[src/rtl/cfgbank_pkg.sv]
package cfgbank_pkg;
    localparam int BUS_AW  = 12;
    localparam int BUS_DW  = 8;
    localparam int NUM_CH  = 2;
    localparam int MODE_W  = 3;
    localparam int FMT_BIT = 7;

    localparam int unsigned ADDR_PAGE = 32'h008;
    localparam int unsigned ADDR_STAT = 32'h030;
    localparam int unsigned ADDR_FMT  = 32'h110;
    localparam int unsigned ADDR_MODE = 32'h112;

    // bit 0 steers to channel A, bit 1 steers to channel B
    typedef enum logic [1:0] {
        PG_NONE = 2'd0,
        PG_A    = 2'd1,
        PG_B    = 2'd2,
        PG_BOTH = 2'd3
    } page_e;

    typedef struct packed {
        logic              fmt_offset;
        logic [MODE_W-1:0] interp;
    } chan_cfg_t;

    localparam chan_cfg_t CFG_RESET = '{fmt_offset: 1'b0, interp: '0};

    function automatic logic mode_supported(input logic [MODE_W-1:0] m);
        return (m == 3'd0) || (m == 3'd1) || (m == 3'd3) || (m == 3'd4);
    endfunction
endpackage

[src/rtl/page_decode.sv]
module page_decode
    import cfgbank_pkg::*;
#(
    parameter int CH = NUM_CH
) (
    input  page_e         page,
    output logic [CH-1:0] ch_en,
    output logic          rd_valid,
    output logic          rd_sel
);
    generate
        for (genvar i = 0; i < CH; i++) begin : g_en
            assign ch_en[i] = page[i];
        end
    endgenerate

    // with both channels selected, reads come from channel A
    assign rd_valid = (page != PG_NONE);
    assign rd_sel   = (page == PG_B);

    always_comb begin
        assert (!(rd_valid && rd_sel) || !ch_en[0]) // p_rd_from_steered_r7
            else $error("p_rd_from_steered_r7");
    end
endmodule

[src/rtl/chan_regs.sv]
module chan_regs
    import cfgbank_pkg::*;
(
    input  logic              clk,
    input  logic              rst,
    input  logic              wr_fmt,
    input  logic              wr_mode,
    input  logic              fmt_in,
    input  logic [MODE_W-1:0] mode_in,
    output chan_cfg_t         cfg
);
    always_ff @(posedge clk) begin
        if (rst) begin
            cfg <= CFG_RESET;
        end else begin
            if (wr_fmt)  cfg.fmt_offset <= fmt_in;
            if (wr_mode) cfg.interp     <= mode_in;
        end
    end

    p_hold_idle_r5: assert property (@(posedge clk) disable iff (rst)
        !(wr_fmt || wr_mode) |=> $stable(cfg));
endmodule

[src/rtl/dual_page_cfg.sv]
module dual_page_cfg
    import cfgbank_pkg::*;
#(
    parameter int ADDR_W = BUS_AW
) (
    input  logic              clk,
    input  logic              rst,
    input  logic [ADDR_W-1:0] bus_addr,
    input  logic [BUS_DW-1:0] bus_wdata,
    input  logic              bus_we,
    input  logic              bus_re,
    output logic [BUS_DW-1:0] bus_rdata,
    output logic              a_fmt_offset,
    output logic [MODE_W-1:0] a_interp_mode,
    output logic              b_fmt_offset,
    output logic [MODE_W-1:0] b_interp_mode
);
    localparam logic [ADDR_W-1:0] A_PAGE = ADDR_W'(ADDR_PAGE);
    localparam logic [ADDR_W-1:0] A_STAT = ADDR_W'(ADDR_STAT);
    localparam logic [ADDR_W-1:0] A_FMT  = ADDR_W'(ADDR_FMT);
    localparam logic [ADDR_W-1:0] A_MODE = ADDR_W'(ADDR_MODE);

    page_e              page_q;
    logic [NUM_CH-1:0]  ch_en;
    logic               rd_valid;
    logic               rd_sel;
    chan_cfg_t          cfg [NUM_CH];
    chan_cfg_t          sel_cfg;
    logic [BUS_DW-1:0]  rd_next;
    logic               unused_wdata_bits;

    assign unused_wdata_bits = ^bus_wdata[FMT_BIT-1:MODE_W];

    // global channel select, never paged
    always_ff @(posedge clk) begin
        if (rst)                              page_q <= PG_BOTH;
        else if (bus_we && bus_addr == A_PAGE) page_q <= page_e'(bus_wdata[1:0]);
    end

    page_decode #(.CH(NUM_CH)) u_dec (
        .page     (page_q),
        .ch_en    (ch_en),
        .rd_valid (rd_valid),
        .rd_sel   (rd_sel)
    );

    generate
        for (genvar i = 0; i < NUM_CH; i++) begin : g_ch
            chan_regs u_regs (
                .clk     (clk),
                .rst     (rst),
                .wr_fmt  (bus_we && bus_addr == A_FMT  && ch_en[i]),
                .wr_mode (bus_we && bus_addr == A_MODE && ch_en[i]),
                .fmt_in  (bus_wdata[FMT_BIT]),
                .mode_in (bus_wdata[MODE_W-1:0]),
                .cfg     (cfg[i])
            );
        end
    endgenerate

    assign a_fmt_offset  = cfg[0].fmt_offset;
    assign a_interp_mode = cfg[0].interp;
    assign b_fmt_offset  = cfg[1].fmt_offset;
    assign b_interp_mode = cfg[1].interp;

    assign sel_cfg = rd_sel ? cfg[1] : cfg[0];

    always_comb begin
        rd_next = '0;
        unique case (bus_addr)
            A_PAGE: rd_next[1:0] = page_q;
            A_FMT:  rd_next[FMT_BIT] = rd_valid & sel_cfg.fmt_offset;
            A_MODE: rd_next[MODE_W-1:0] = rd_valid ? sel_cfg.interp : '0;
            A_STAT: rd_next[0] = rd_valid & !mode_supported(sel_cfg.interp);
            default: rd_next = '0;
        endcase
    end

    always_ff @(posedge clk) begin
        if (rst)         bus_rdata <= '0;
        else if (bus_re) bus_rdata <= rd_next;
    end

    p_reset_page_r1: assert property (@(posedge clk)
        rst |=> (page_q == PG_BOTH && bus_rdata == '0));

    p_a_only_r2: assert property (@(posedge clk) disable iff (rst)
        (bus_we && bus_addr == A_MODE && page_q == PG_A) |=> $stable(b_interp_mode));

    p_b_only_r3: assert property (@(posedge clk) disable iff (rst)
        (bus_we && bus_addr == A_MODE && page_q == PG_B) |=> $stable(a_interp_mode));

    p_both_r4: assert property (@(posedge clk) disable iff (rst)
        (bus_we && bus_addr == A_MODE && page_q == PG_BOTH) |=>
        (a_interp_mode == $past(bus_wdata[MODE_W-1:0]) &&
         b_interp_mode == $past(bus_wdata[MODE_W-1:0])));

    p_none_r5: assert property (@(posedge clk) disable iff (rst)
        (bus_we && page_q == PG_NONE && bus_addr != A_PAGE) |=>
        ($stable(a_interp_mode) && $stable(b_interp_mode) &&
         $stable(a_fmt_offset) && $stable(b_fmt_offset)));

    p_stat_bits_r8: assert property (@(posedge clk) disable iff (rst)
        (bus_re && bus_addr == A_STAT) |=> (bus_rdata[BUS_DW-1:1] == '0));

    p_rdata_hold_r9: assert property (@(posedge clk) disable iff (rst)
        !bus_re |=> $stable(bus_rdata));
endmodule

[config.mk]
export PLATFORM = sky130hd
export DESIGN_NAME = dual_page_cfg
export DESIGN_NICKNAME = d
export VERILOG_FILES = /design/src/rtl/cfgbank_pkg.sv /design/src/rtl/page_decode.sv /design/src/rtl/chan_regs.sv /design/src/rtl/dual_page_cfg.sv
export SDC_FILE = /design/constraint.sdc
export NUM_CORES = 1
export LEC_CHECK = 0
export ABC_AREA = 1
export BUFFER_PORTS_ARGS = -buffer_cell sky130_fd_sc_hd__clkbuf_2
export CAP_MARGIN = 15
export CORE_MARGIN = 3
export CORE_UTILIZATION = 49
export CTS_CLUSTER_SIZE = 16
export DETAILED_ROUTE_END_ITERATION = 8
export GPL_ROUTABILITY_DRIVEN = 0
export PLACE_DENSITY = 0.83
export SYNTH_ARGS = -nofsm -noshare
export SYNTH_HDL_FRONTEND = slang
export SYNTH_SLANG_ARGS = --single-unit
[constraint.sdc]
create_clock -name clk -period 2.3 [get_ports clk]
set_clock_uncertainty 0.15 [all_clocks]
set_input_delay 0.115 -clock clk [delete_from_list [all_inputs] [get_ports clk]]
set_output_delay 0.115 -clock clk [all_outputs]
set_load 0.005 [all_outputs]
Word-level counts from Yosys, hierarchy flattened --
Cells that the tools add are included.
Operators by class: reductions and logical operators 13, bitwise gates (word level) 2, muxes and demuxes 6, eq/ne operators 8
Operators by type and width (count):
- $eq A12 B9 Y1 const B | 2
- $eq A12 B4 Y1 const B | 1
- $eq A12 B6 Y1 const B | 1
- $logic_and A1 B1 Y1 | 7
- $mux W4 | 1
- $eq A3 B1 Y1 const B | 1
- $eq A3 B2 Y1 const B | 1
- $eq A3 B3 Y1 const B | 1
- $logic_not A3 Y1 | 1
- $logic_or A1 B1 Y1 | 3
- $mux W3 | 1
- $pmux W1 S3 | 1
- $and A1 B1 Y1 | 2
- $eq A2 B2 Y1 const B | 1
- $mux W1 | 2
- $pmux W1 S2 | 1
- $reduce_bool A2 Y1 | 1
- $logic_not A1 Y1 | 1
Storage, ports and cells: output and inout bits 16, bits in registers 14, input bits 24, logic and storage cells 35

Longest topological paths before layout --
Gate-level depths: netlist of run 1.
word-level depth 9, mapped depth 10, mapped depth without buffers 10

Modules after synthesis --
A second synthesis of run 1 with hierarchy kept.
Second synthesis, totals: cell total of the unflattened synthesis 167, area, all modules 948.4 sq um
Modules (own cells, without submodules):
- dual_page_cfg | seq. area each 120.1 sq um, cells an instance 111, instances 1, area an instance 600.6 sq um
- chan_regs | seq. area each 80.1 sq um, cells an instance 25, instances 2, area an instance 158.9 sq um
- page_decode | seq. area each 0.0 sq um, cells an instance 6, instances 1, area an instance 30.0 sq um

Worst setup path before layout of run 1 --
OpenSTA, ideal clock, no wires.
kind register to register, start point reg page_q[1], end point reg g_ch[1].u_regs.cfg[0] (netlist name), data arrival time 0.940 ns, path buffers 1, data required time 2.037 ns, path slack 1.096 ns, cell stages (with the launch flop) 7, clock period less this slack 1.204 ns, cells stage by stage dfxtp_1 > buf_2 > inv_1 > nor3_4 > inv_2 > nor2_1 > nor2_1
Between the ends: longest elaborated chain between the ends 1
RTL lines:
- start, declared | line dual_page_cfg.sv:23 | page_e page_q;
- start signal, assigned | line dual_page_cfg.sv:37 | else if (bus_we && bus_addr == A_PAGE) page_q <= page_e'(bus_wdata[1:0]);
- $logic_and A1 B1 Y1 | line dual_page_cfg.sv:53 | .wr_mode (bus_we && bus_addr == A_MODE && ch_en[i]),
Every way passes these cells. A chain may end at the register's enable or synchronous reset.

Worst setup path after layout of run 1 --
start point reg page_q[0], end point reg bus_rdata[0]
Between the ends: longest elaborated chain between the ends 9, elaborated cells between the ends (all ways) 14
RTL lines:
- $eq A2 B2 Y1 | line page_decode.sv:19 | assign rd_sel = (page == PG_B);
- $mux W4 | line dual_page_cfg.sv:66 | assign sel_cfg = rd_sel ? cfg[1] : cfg[0];
- $eq A3 B1 Y1 or $logic_not A3 Y1 (tied branches) | line cfgbank_pkg.sv:29 | return (m == 3'd0) || (m == 3'd1) || (m == 3'd3) || (m == 3'd4);
- $logic_or A1 B1 Y1 (3 in a row) | line cfgbank_pkg.sv:29
- $logic_not A1 Y1 | line dual_page_cfg.sv:74 | A_STAT: rd_next[0] = rd_valid & !mode_supported(sel_cfg.interp);
- $and A1 B1 Y1 | line dual_page_cfg.sv:74
- $pmux W1 S3 * | line dual_page_cfg.sv:70 | unique case (bus_addr)
- end signal, assigned | line dual_page_cfg.sv:81 | else if (bus_re) bus_rdata <= rd_next;
- end, declared | line dual_page_cfg.sv:12 | output logic [BUS_DW-1:0] bus_rdata,
Mark *: on every way between the ends. The rest lies on a longest branch, timed or not.

==> results.py, run 1 <==
metrics = {
    "outcome": {
        "status": "finished, final reports clean",
    },
    "timing": {
        "finalCritPeriodShare_pct": 60.4,
        "rsz0062_at_grt": "no",
        "fin_ws_ns": 0.911,
        "holdWs_ns": 0.101,
        "max_freq_ghz": 0.720,
        "finalMaxSlewViolations": 0,
        "finalSetupViolations": 0,
        "hold_violations": 0,
        "fin_crit_ns": 1.39,
        "final.setup.tns_ns": 0,
    },
    "layout": {
        "drive_gt1_share_pct": 28.6,
        "fin_nets": 200,
        "postLayoutCoreUtil_pct": 70.6,
        "layout.cells.non_filler": 199,
        "diodes": 0,
        "area_growth_pct": 28.6,
    },
    "synth": {
        "syn_area_um2": 876,
        "yosysTopAreaCellShare_pct": 32.0,
        "synthCells": 137,
        "syn_area_per_cell_um2": 6.39,
        "ys_ff_latch": 14,
        "yosysWarnings": 0,
        "yosys-top-cells-area": "dfxtp_1, nand2_1, nor2_1",
        "yosysMostFrequentCell": "nand2_1",
        "ys_seq_area_share_pct": 32.0,
        "ys.flop_type": "dfxtp_1",
        "yosysTopAreaCell": "dfxtp_1",
        "synthArstFlopShare_pct": 0,
        "synth_common_cells": "nand2_1, nor2_1, inv_1",
        "synth_cell_types": 23,
        "synth_edf_count": 0,
    },
    "clock_tree": {
        "worstSkewPairLatency_ns": 0.28,
        "cts-root-buf": "clkbuf_4",
        "cts_tree": "built",
        "cts_buffers": 3,
        "clock_sinks": 14,
        "cts.repair.resized": 0,
        "htreeDepth": 1,
        "clk_path_buf_depth": 2,
        "path_clk_slew_ns": 0.08,
    },
    "floorplan": {
        "core_area_um2": 1590,
        "initial_utilization_pct": 54.9,
        "ioPinCount": 40,
        "fp.dieW_um": 48.3,
        "die-area_um2": 2330,
        "fp-row-count": 14,
        "die_h_um": 48.3,
    },
    "route": {
        "drcViolationCount": 0,
        "ant_nets": 0,
        "wirelength_um": 2140,
        "first_pass_iters": 4,
        "dr_total_vias": 973,
        "wire_per_inst_um": 10.8,
        "drt-vias-per-instance": 4.89,
        "initialDrtViolationCount": 17,
    },
    "grt": {
        "grt_overflow_total": 0,
        "track_usage_pct": 19.1,
        "grt_pass1_vias": 844,
        "antenna_found_initial": 0,
        "grt_first_pass_wirelength_um": 3130,
        "grt_max_degree": 12,
    },
    "pwr": {
        "p_per_area_nw_per_um2": 419,
        "intPower_mw": 0.364,
        "vdd_drop_max_v": 0.000367,
        "p_seq_share_pct": 51.6,
        "switching_share_pct": 22.8,
        "leakagePower_nw": 0.599,
        "p_clk_share_pct": 36.9,
        "combinationalPowerShare_pct": 11.6,
        "p_switching_mw": 0.108,
    },
    "placement": {
        "dpl.hpwl_um": 1660,
        "dp_cells": 189,
        "port_buffers": 31,
        "dpl_worst_slack_ns": 0.866,
    },
    "worst_setup_path": {
        "worstPathMaxFanout": 8,
        "critical_path_class": "reg -> reg",
        "cp-start-kind": "flop",
        "crit_path_end_kind": "flop",
        "critical_path_arrival_ns": 1.45,
        "cp.required_ns": 2.37,
    },
    "flow_run": {
        "drv_cap": 0,
    },
    "worst_hold_path": {
        "hp-class": "in -> reg",
    },
}
## through the flow
step	total power, mW	instance area, um^2
finish	0.472	1130
global route	0.494	1130
CTS	0.475	1130
detailed placement	0.295	1030
global placement	0.293	1030
floorplan	0.275	887
## layer usage
metal | vias up | wire length, um | global-route usage (%)
li1 | 498 | - | -
met1 | 434 | 868 | 19.2
met2 | 36 | 1110 | 38.3
met3 | 5 | 136 | 2.21
met4 | 0 | 27 | 8.06
met5 | - | 0 | 0
## logic make-up after synthesis
logic type,count (synthesis),share of synthesized area [%]
AOI/OAI and AO/OA,14,8.71
buffers and inverters,26,13.4
DFF,14,32.0
other,1,0.428
and+or+nand+nor,82,45.4
## what timing repair did
action                                 CTS  global route
endpoints found under the hold margin   14             0
buffers inserted                         0             0
hold buffers                             6             0
## state kept, by name, summed over array words and instances, names as in the netlist
signal           flops
bus_rdata            4
g_ch.u_regs.cfg      8
page_q               2
## cell type report
type                            instances  area, um^2
Inverter                               20        75.1
Sequential cell                        14         280
Multi-Input combinational cell        100         489
Fill cell                             149         468
Timing Repair Buffer                   37         215
Clock buffer                            4        36.3
Tap cell                               24        30.0
## cells in the final DEF, fill, tap and decap left out, drive strengths merged
cell / synthesis / final
nand4: 1 / 1
o22ai: 1 / 1
o21ai: 7 / 7
conb: 1 / 4
clkbuf: 0 / 35
inv: 20 / 20
nor3: 4 / 4
dlygate4sd3: 0 / 6
nand2: 35 / 35
o211ai: 2 / 2
a21oi: 4 / 4
nand3: 12 / 12
dfxtp: 14 / 14
nand3b: 1 / 1
nor2: 29 / 29
## power by group through the flow
| stage | combinational [mW] | sequential [mW] | clock [mW] |
|---|---|---|---|
| detailed placement | 0.0462 | 0.249 | 0 |
| CTS | 0.0543 | 0.243 | 0.177 |
| global placement | 0.0438 | 0.249 | 0 |
| finish | 0.0546 | 0.243 | 0.174 |
| global route | 0.0597 | 0.244 | 0.191 |
| floorplan | 0.0261 | 0.249 | 0 |
## path summary, 6_finish.rpt
| path | slack [ns] | depth (start not counted) | to | start |
|---|---|---|---|---|
| hold reg to reg | 0.32 | 2 | bus_rdata[0] | bus_rdata[0] |
| setup reg to reg | 0.91 | 10 | bus_rdata[0] | page_q[0] |
| hold / removal | 0.10 | 4 | page_q[0] | bus_we |
| setup / recovery | 0.91 | 10 | bus_rdata[0] | page_q[0] |
## critical path, stage by stage, from the launching register on
cell	delay (ns)
dfxtp_1	0.40
inv_2	0.12
nand2_2	0.13
nand2_1	0.07
nand2_1	0.08
nand2_1	0.06
nand2_1	0.06
nand2_1	0.04
nand3_1	0.06
nand2_1	0.05
a21oi_1	0.11
No activity file was read; power rests on OpenSTA's default activity.
==> run 2, diff against run 1 <==
--- a/config.mk
+++ b/config.mk
@@ -9,11 +9,11 @@
 export BUFFER_PORTS_ARGS = -buffer_cell sky130_fd_sc_hd__clkbuf_2
 export CAP_MARGIN = 15
 export CORE_MARGIN = 3
-export CORE_UTILIZATION = 49
+export CORE_UTILIZATION = 41
 export CTS_CLUSTER_SIZE = 16
 export DETAILED_ROUTE_END_ITERATION = 8
 export GPL_ROUTABILITY_DRIVEN = 0
-export PLACE_DENSITY = 0.83
+export PLACE_DENSITY = 0.74
 export SYNTH_ARGS = -nofsm -noshare
 export SYNTH_HDL_FRONTEND = slang
 export SYNTH_SLANG_ARGS = --single-unit
==> constraint.sdc (replaced) <==
create_clock -name clk -period 1.15 [get_ports clk]
set_clock_uncertainty 0.15 [all_clocks]
set_input_delay 0.0575 -clock clk [delete_from_list [all_inputs] [get_ports clk]]
set_output_delay 0.0575 -clock clk [all_outputs]
set_load 0.005 [all_outputs]
==> results.py, run 2 (synthesis gave the netlist of run 1 again) <==
metrics = {
    "worst_setup_path": {
        "critical_path_arrival_ns": 1.35,
        "worstPathMaxFanout": 9,
        "critical_path_class": "reg -> reg",
        "crit_chain": "buf_12 -> nand2_8 -> nand2_2 -> nand2_2 -> nand2_1 -> nand2_1 -> nand2_1 -> nand3_1 -> nand2_1 -> a21oi_1",
        "crit_path_end_kind": "flop",
        "cp.required_ns": 1.22,
        "cp-start-kind": "flop",
        "cpMaxStageDelayCell": "dfxtp_2",
        "critical_path.most_common_cell": "nand2_1",
        "max_stage_delay_ns": 0.34,
    },
    "grt": {
        "track_usage_pct": 18.8,
        "grt_max_degree": 12,
        "grt_pass1_vias": 973,
        "grt_overflow_total": 0,
        "antenna_found_initial": 0,
        "grt_first_pass_wirelength_um": 3840,
    },
    "route": {
        "first_pass_iters": 4,
        "wire_per_inst_um": 11.1,
        "initialDrtViolationCount": 4,
        "ant_nets": 0,
        "dr_total_vias": 1006,
        "drt-vias-per-instance": 4.77,
        "drcViolationCount": 0,
        "wirelength_um": 2350,
    },
    "timing": {
        "max_freq_ghz": 0.782,
        "finalMaxSlewViolations": 0,
        "finalCritPeriodShare_pct": 111,
        "fin_ws_ns": -0.129,
        "hold_violations": 4,
        "holdWs_ns": -0.180,
        "finalSetupViolations": 6,
        "fin_crit_ns": 1.28,
        "rsz0062_at_grt": "yes",
    },
    "worst_hold_path": {
        "hp-class": "in -> reg",
    },
    "clock_tree": {
        "cts-root-buf": "clkbuf_4",
        "clk_path_buf_depth": 2,
        "path_clk_slew_ns": 0.09,
        "htreeDepth": 1,
        "cts_tree": "built",
        "cts_buffers": 3,
        "worstSkewPairLatency_ns": 0.28,
        "postCtsHoldBufs": 4,
        "clock_sinks": 14,
    },
    "layout": {
        "final_cell_mix": "clkbuf_2, nand2_1, nor2_1, inv_1, dfxtp_1",
        "top_register": "g_ch.u_regs.cfg",
        "postLayoutCoreUtil_pct": 63.6,
        "fin_nets": 209,
        "reg_top3": "g_ch.u_regs.cfg: 8 flops, bus_rdata: 4 flops, page_q: 2 flops",
        "stdcell_area_um2": 1270,
        "final_common_cell": "clkbuf_2",
        "diodes": 0,
        "area_growth_pct": 45.3,
        "largest_reg_flops": 8,
        "layout.cells.non_filler": 211,
        "drive_gt1_share_pct": 39.1,
        "final.fill_count": 179,
    },
    "placement": {
        "placed_area_um2": 1150,
        "dp_cells": 202,
        "port_buffers": 31,
        "dpl.hpwl_um": 1790,
    },
    "floorplan": {
        "core_area_um2": 2000,
        "initial_utilization_pct": 43.8,
        "die_h_um": 52.2,
        "fp.dieW_um": 52.2,
        "ioPinCount": 40,
        "fp-row-count": 16,
        "die-area_um2": 2730,
    },
    "pwr": {
        "vdd_drop_max_v": 0.000589,
        "p_per_area_nw_per_um2": 709,
        "leakagePower_nw": 0.662,
    },
    "outcome": {
        "status": "complete, but fails checks",
        "violations": "negative hold slack, negative setup slack",
    },
    "flow_run": {
        "drv_cap": 0,
    },
}
-- run 2: changes by cell type in the layout (fill, tap and decap cells not counted), moves of 2 or more --
cell / previous run / this run
nor2_2: 2 / 4
buf_4: 0 / 9
nor2_1: 26 / 23
dlygate4sd3_1: 6 / 4
nand2_1: 33 / 29
dfxtp_1: 14 / 12
nand2_2: 1 / 4
-- run 2: cell type report --
type	count	area [um^2]	share of cell area, %
Multi-Input combinational cell	100	551	43.3
Tap cell	27	33.8	2.65
Clock buffer	4	26.3	2.06
Inverter	20	82.6	6.49
Sequential cell	14	285	22.4
Timing Repair Buffer	46	294	23.1
-- run 2: stage by stage --
step / total power [mW] / worst slack (ns) / setup TNS (ns)
6_report: 0.902 / -0.129 / -0.283
5_1_grt: 0.936 / -0.216 / -0.922
4_1_cts: 0.896 / -0.128 / -0.620
3_5_place_dp: 0.599 / -0.215 / -2.10
3_3_place_gp: 0.594 / -0.150 / -1.49
2_1_floorplan: 0.551 / -0.0120 / -0.0361
-- run 2: worst paths after layout --
| kind | start | to | slack, ns | cells after the start |
|---|---|---|---|---|
| worst max-delay path | page_q[1] | bus_rdata[0] | -0.13 | 10 |
| worst min register to register | bus_rdata[0] | bus_rdata[0] | 0.32 | 2 |
| worst max register to register | page_q[1] | bus_rdata[0] | -0.13 | 10 |
| worst min-delay path | rst | bus_rdata[0] | -0.18 | 2 |
-- run 2: power breakdown --
part           leakage, nW  internal [mW]  switching, mW  total (mW)
sequential           0.112          0.484       0.000855       0.484
combinational        0.535         0.0515         0.0670       0.119
clock               0.0150          0.135          0.164       0.299
-- run 2: what timing repair did --
item	CTS	global route
buffers inserted	0	1
setup endpoints to repair	10	12
pin swaps	2	3
hold endpoints to repair	14	4
gates resized for setup	4	10
-- run 2: metal layers --
metal | wire (um) | GRT usage, % | share of wire (%)
met5 | 0 | 0 | 0
met4 | 31 | 6.38 | 1.3
met3 | 151 | 3.70 | 6.4
met2 | 1250 | 34.9 | 53
met1 | 912 | 21.1 | 39
-- run 2: critical path, delay by kind of cell (launching register included) --
kind | cells | cell delay [ns]
and+or+nand+nor | 8 | 0.49
AOI/OAI and AO/OA | 1 | 0.11
buffers and inverters | 1 | 0.14
DFF | 1 | 0.34
==> run 3, diff against run 2 <==
--- a/config.mk
+++ b/config.mk
@@ -9,11 +9,12 @@
 export BUFFER_PORTS_ARGS = -buffer_cell sky130_fd_sc_hd__clkbuf_2
 export CAP_MARGIN = 15
 export CORE_MARGIN = 3
-export CORE_UTILIZATION = 41
+export CORE_UTILIZATION = 42
 export CTS_CLUSTER_SIZE = 16
 export DETAILED_ROUTE_END_ITERATION = 8
 export GPL_ROUTABILITY_DRIVEN = 0
 export PLACE_DENSITY = 0.74
 export SYNTH_ARGS = -nofsm -noshare
 export SYNTH_HDL_FRONTEND = slang
+export SYNTH_HIERARCHICAL = 1
 export SYNTH_SLANG_ARGS = --single-unit
==> results.py, run 3 <==
metrics = {
    "placement": {
        "dp_cells": 234,
        "dpl.hpwl_um": 2000,
        "dpl_worst_slack_ns": -0.232,
        "port_buffers": 31,
    },
    "route": {
        "ant_nets": 0,
        "drcViolationCount": 0,
        "drt-vias-per-instance": 4.63,
        "dr_total_vias": 1140,
        "wirelength_um": 2610,
        "wire_per_inst_um": 10.6,
        "first_pass_iters": 4,
        "initialDrtViolationCount": 31,
    },
    "clock_tree": {
        "clock_sinks": 14,
        "cts_tree": "built",
        "htreeDepth": 1,
        "path_clk_slew_ns": 0.09,
        "clk_path_buf_depth": 2,
        "worstSkewPairLatency_ns": 0.28,
        "cts_buffers": 3,
        "cts-root-buf": "clkbuf_4",
    },
    "worst_setup_path": {
        "critical_path.most_common_cell": "nand2_1",
        "critical_path_class": "reg -> reg",
        "critical_path_arrival_ns": 1.44,
        "cp-start-kind": "flop",
        "max_stage_delay_ns": 0.37,
        "crit_chain": "nor2_4 -> inv_2 -> nand2_2 -> nand3_2 -> nand3b_1 -> nand2_1 -> nand2_1 -> a21oi_2",
        "cp.required_ns": 1.23,
        "worstPathMaxFanout": 5,
        "crit_path_end_kind": "flop",
        "cpMaxStageDelayCell": "dfxtp_4",
    },
    "synth": {
        "ys_ff_latch": 14,
        "syn_area_per_cell_um2": 5.68,
        "synth_edf_count": 0,
        "ys_seq_area_share_pct": 29.6,
        "synth_cell_types": 20,
        "ys.flop_type": "dfxtp_1",
        "yosysMostFrequentCell": "nand2_1",
        "synth_common_cells": "nand2_1, nor2_1, inv_1",
        "syn_area_um2": 948,
        "yosysTopAreaCell": "dfxtp_1",
        "yosys-top-cells-area": "dfxtp_1, nand2_1, nor2_1",
        "yosysWarnings": 6,
        "synthArstFlopShare_pct": 0,
        "synthCells": 167,
        "yosysTopAreaCellShare_pct": 29.6,
    },
    "timing": {
        "rsz0062_at_grt": "yes",
        "max_freq_ghz": 0.735,
        "fin_crit_ns": 1.36,
        "finalCritPeriodShare_pct": 118,
        "fin_ws_ns": -0.211,
        "finalSetupViolations": 7,
        "finalMaxSlewViolations": 0,
        "hold_violations": 0,
    },
    "floorplan": {
        "die_h_um": 53.5,
        "die-area_um2": 2860,
        "core_area_um2": 2040,
        "initial_utilization_pct": 46.4,
        "fp-row-count": 16,
        "fp.dieW_um": 53.5,
        "ioPinCount": 40,
    },
    "pwr": {
        "p_per_area_nw_per_um2": 714,
        "leakagePower_nw": 0.757,
        "vdd_drop_max_v": 0.000527,
    },
    "grt": {
        "grt_overflow_total": 0,
        "antenna_found_initial": 0,
        "grt_max_degree": 9,
        "track_usage_pct": 21.0,
        "grt_pass1_vias": 1107,
        "grt_first_pass_wirelength_um": 4410,
    },
    "flow_run": {
        "drv_cap": 0,
    },
    "layout": {
        "largest_reg_flops": 8,
        "area_growth_pct": 47.1,
        "diodes": 0,
        "reg_top3": "g_ch.u_regs/cfg: 8 flops, bus_rdata: 4 flops, page_q: 2 flops",
        "final_cell_mix": "nand2_1, clkbuf_2, nor2_1, inv_1",
        "top_register": "g_ch.u_regs/cfg",
        "layout.cells.non_filler": 246,
        "final_common_cell": "nand2_1",
        "fin_nets": 244,
        "drive_gt1_share_pct": 37.0,
    },
    "outcome": {
        "status": "complete, but fails checks",
        "violations": "negative setup slack",
    },
    "worst_hold_path": {
        "hp-class": "in -> reg",
    },
}
## run 3: cell count changes after synthesis, moves of 4 or more
cell     previous run  this run
nand2_1            33        48
o21ai_1             5         1
nor2_1             26        37
nand3_1            11         7
inv_1              16        32
## run 3: critical path: cells and delay by family (launching register included)
kind | cells | cell delay, ns
flip-flops | 1 | 0.37
buffers and inverters | 1 | 0.08
AND/OR/NAND/NOR | 6 | 0.60
AO/OA/AOI/OAI | 1 | 0.11
## run 3: power breakdown
part	switching, mW	total, mW	internal, mW	leakage, nW
clock	0.169	0.362	0.193	0.0210
sequential	0.000908	0.485	0.484	0.112
combinational	0.0790	0.150	0.0712	0.624
total	0.249	0.997	0.747	0.757
## run 3: cells by family (layout without fill, tap and decap cells)
kind of cell,Yosys count,in the layout,share of synthesized area [%]
simple gates,104,104,46.8
buf+inv,40,89,18.2
flops,14,14,29.6
compound gates,8,8,5.01
other cells,1,4,0.395
## run 3: final cells by class
cell class | instances | area (um^2)
inverter | 34 | 133
fill | 185 | 647
timing repair buffer | 51 | 327
clock buffer | 4 | 36.3
tap | 27 | 33.8
sequential | 14 | 285
multi-input combinational | 116 | 581
## run 3: stage by stage
| stage | util [%] | hold WS (ns) | instance area (um^2) | total power, mW | setup TNS (ns) |
|---|---|---|---|---|---|
| final | 68.3 | 0.00120 | 1400 | 0.997 | -0.688 |
| after global placement | 59.4 | 0.152 | 1210 | 0.620 | -1.59 |
| after floorplan | - | -0.0301 | 978 | 0.563 | -0.0883 |
| after CTS | 66.4 | 0.00726 | 1360 | 1.00 | -0.538 |
| after detailed placement | 59.4 | 0.176 | 1210 | 0.625 | -2.06 |
| after global routing | 68.3 | 0.0524 | 1400 | 1.05 | -1.25 |
## run 3: timing repair
item | in CTS | in global routing
hold endpoints to repair | 14 | 0
hold buffers | 7 | 0
resized for setup | 9 | 15
pin swaps | 8 | 11
buffers inserted | 1 | 0
setup endpoints to repair | 8 | 12
## run 3: worst paths after layout
| kind | start | endpoint | slack [ns] | cells after the start |
|---|---|---|---|---|
| setup / recovery | page_q[0] | bus_rdata[0] | -0.21 | 8 |
| hold / removal | bus_re | bus_rdata[1] | 0.001 | 5 |
| setup reg to reg | page_q[0] | bus_rdata[0] | -0.21 | 8 |
| hold reg to reg | bus_rdata[2] | bus_rdata[2] | 0.32 | 2 |
## run 3: layer usage
metal  GRT usage (%)  wire, um
met5               0         0
met2            38.0      1370
met1            24.7      1070
met4            5.96        32
met3            3.94       135
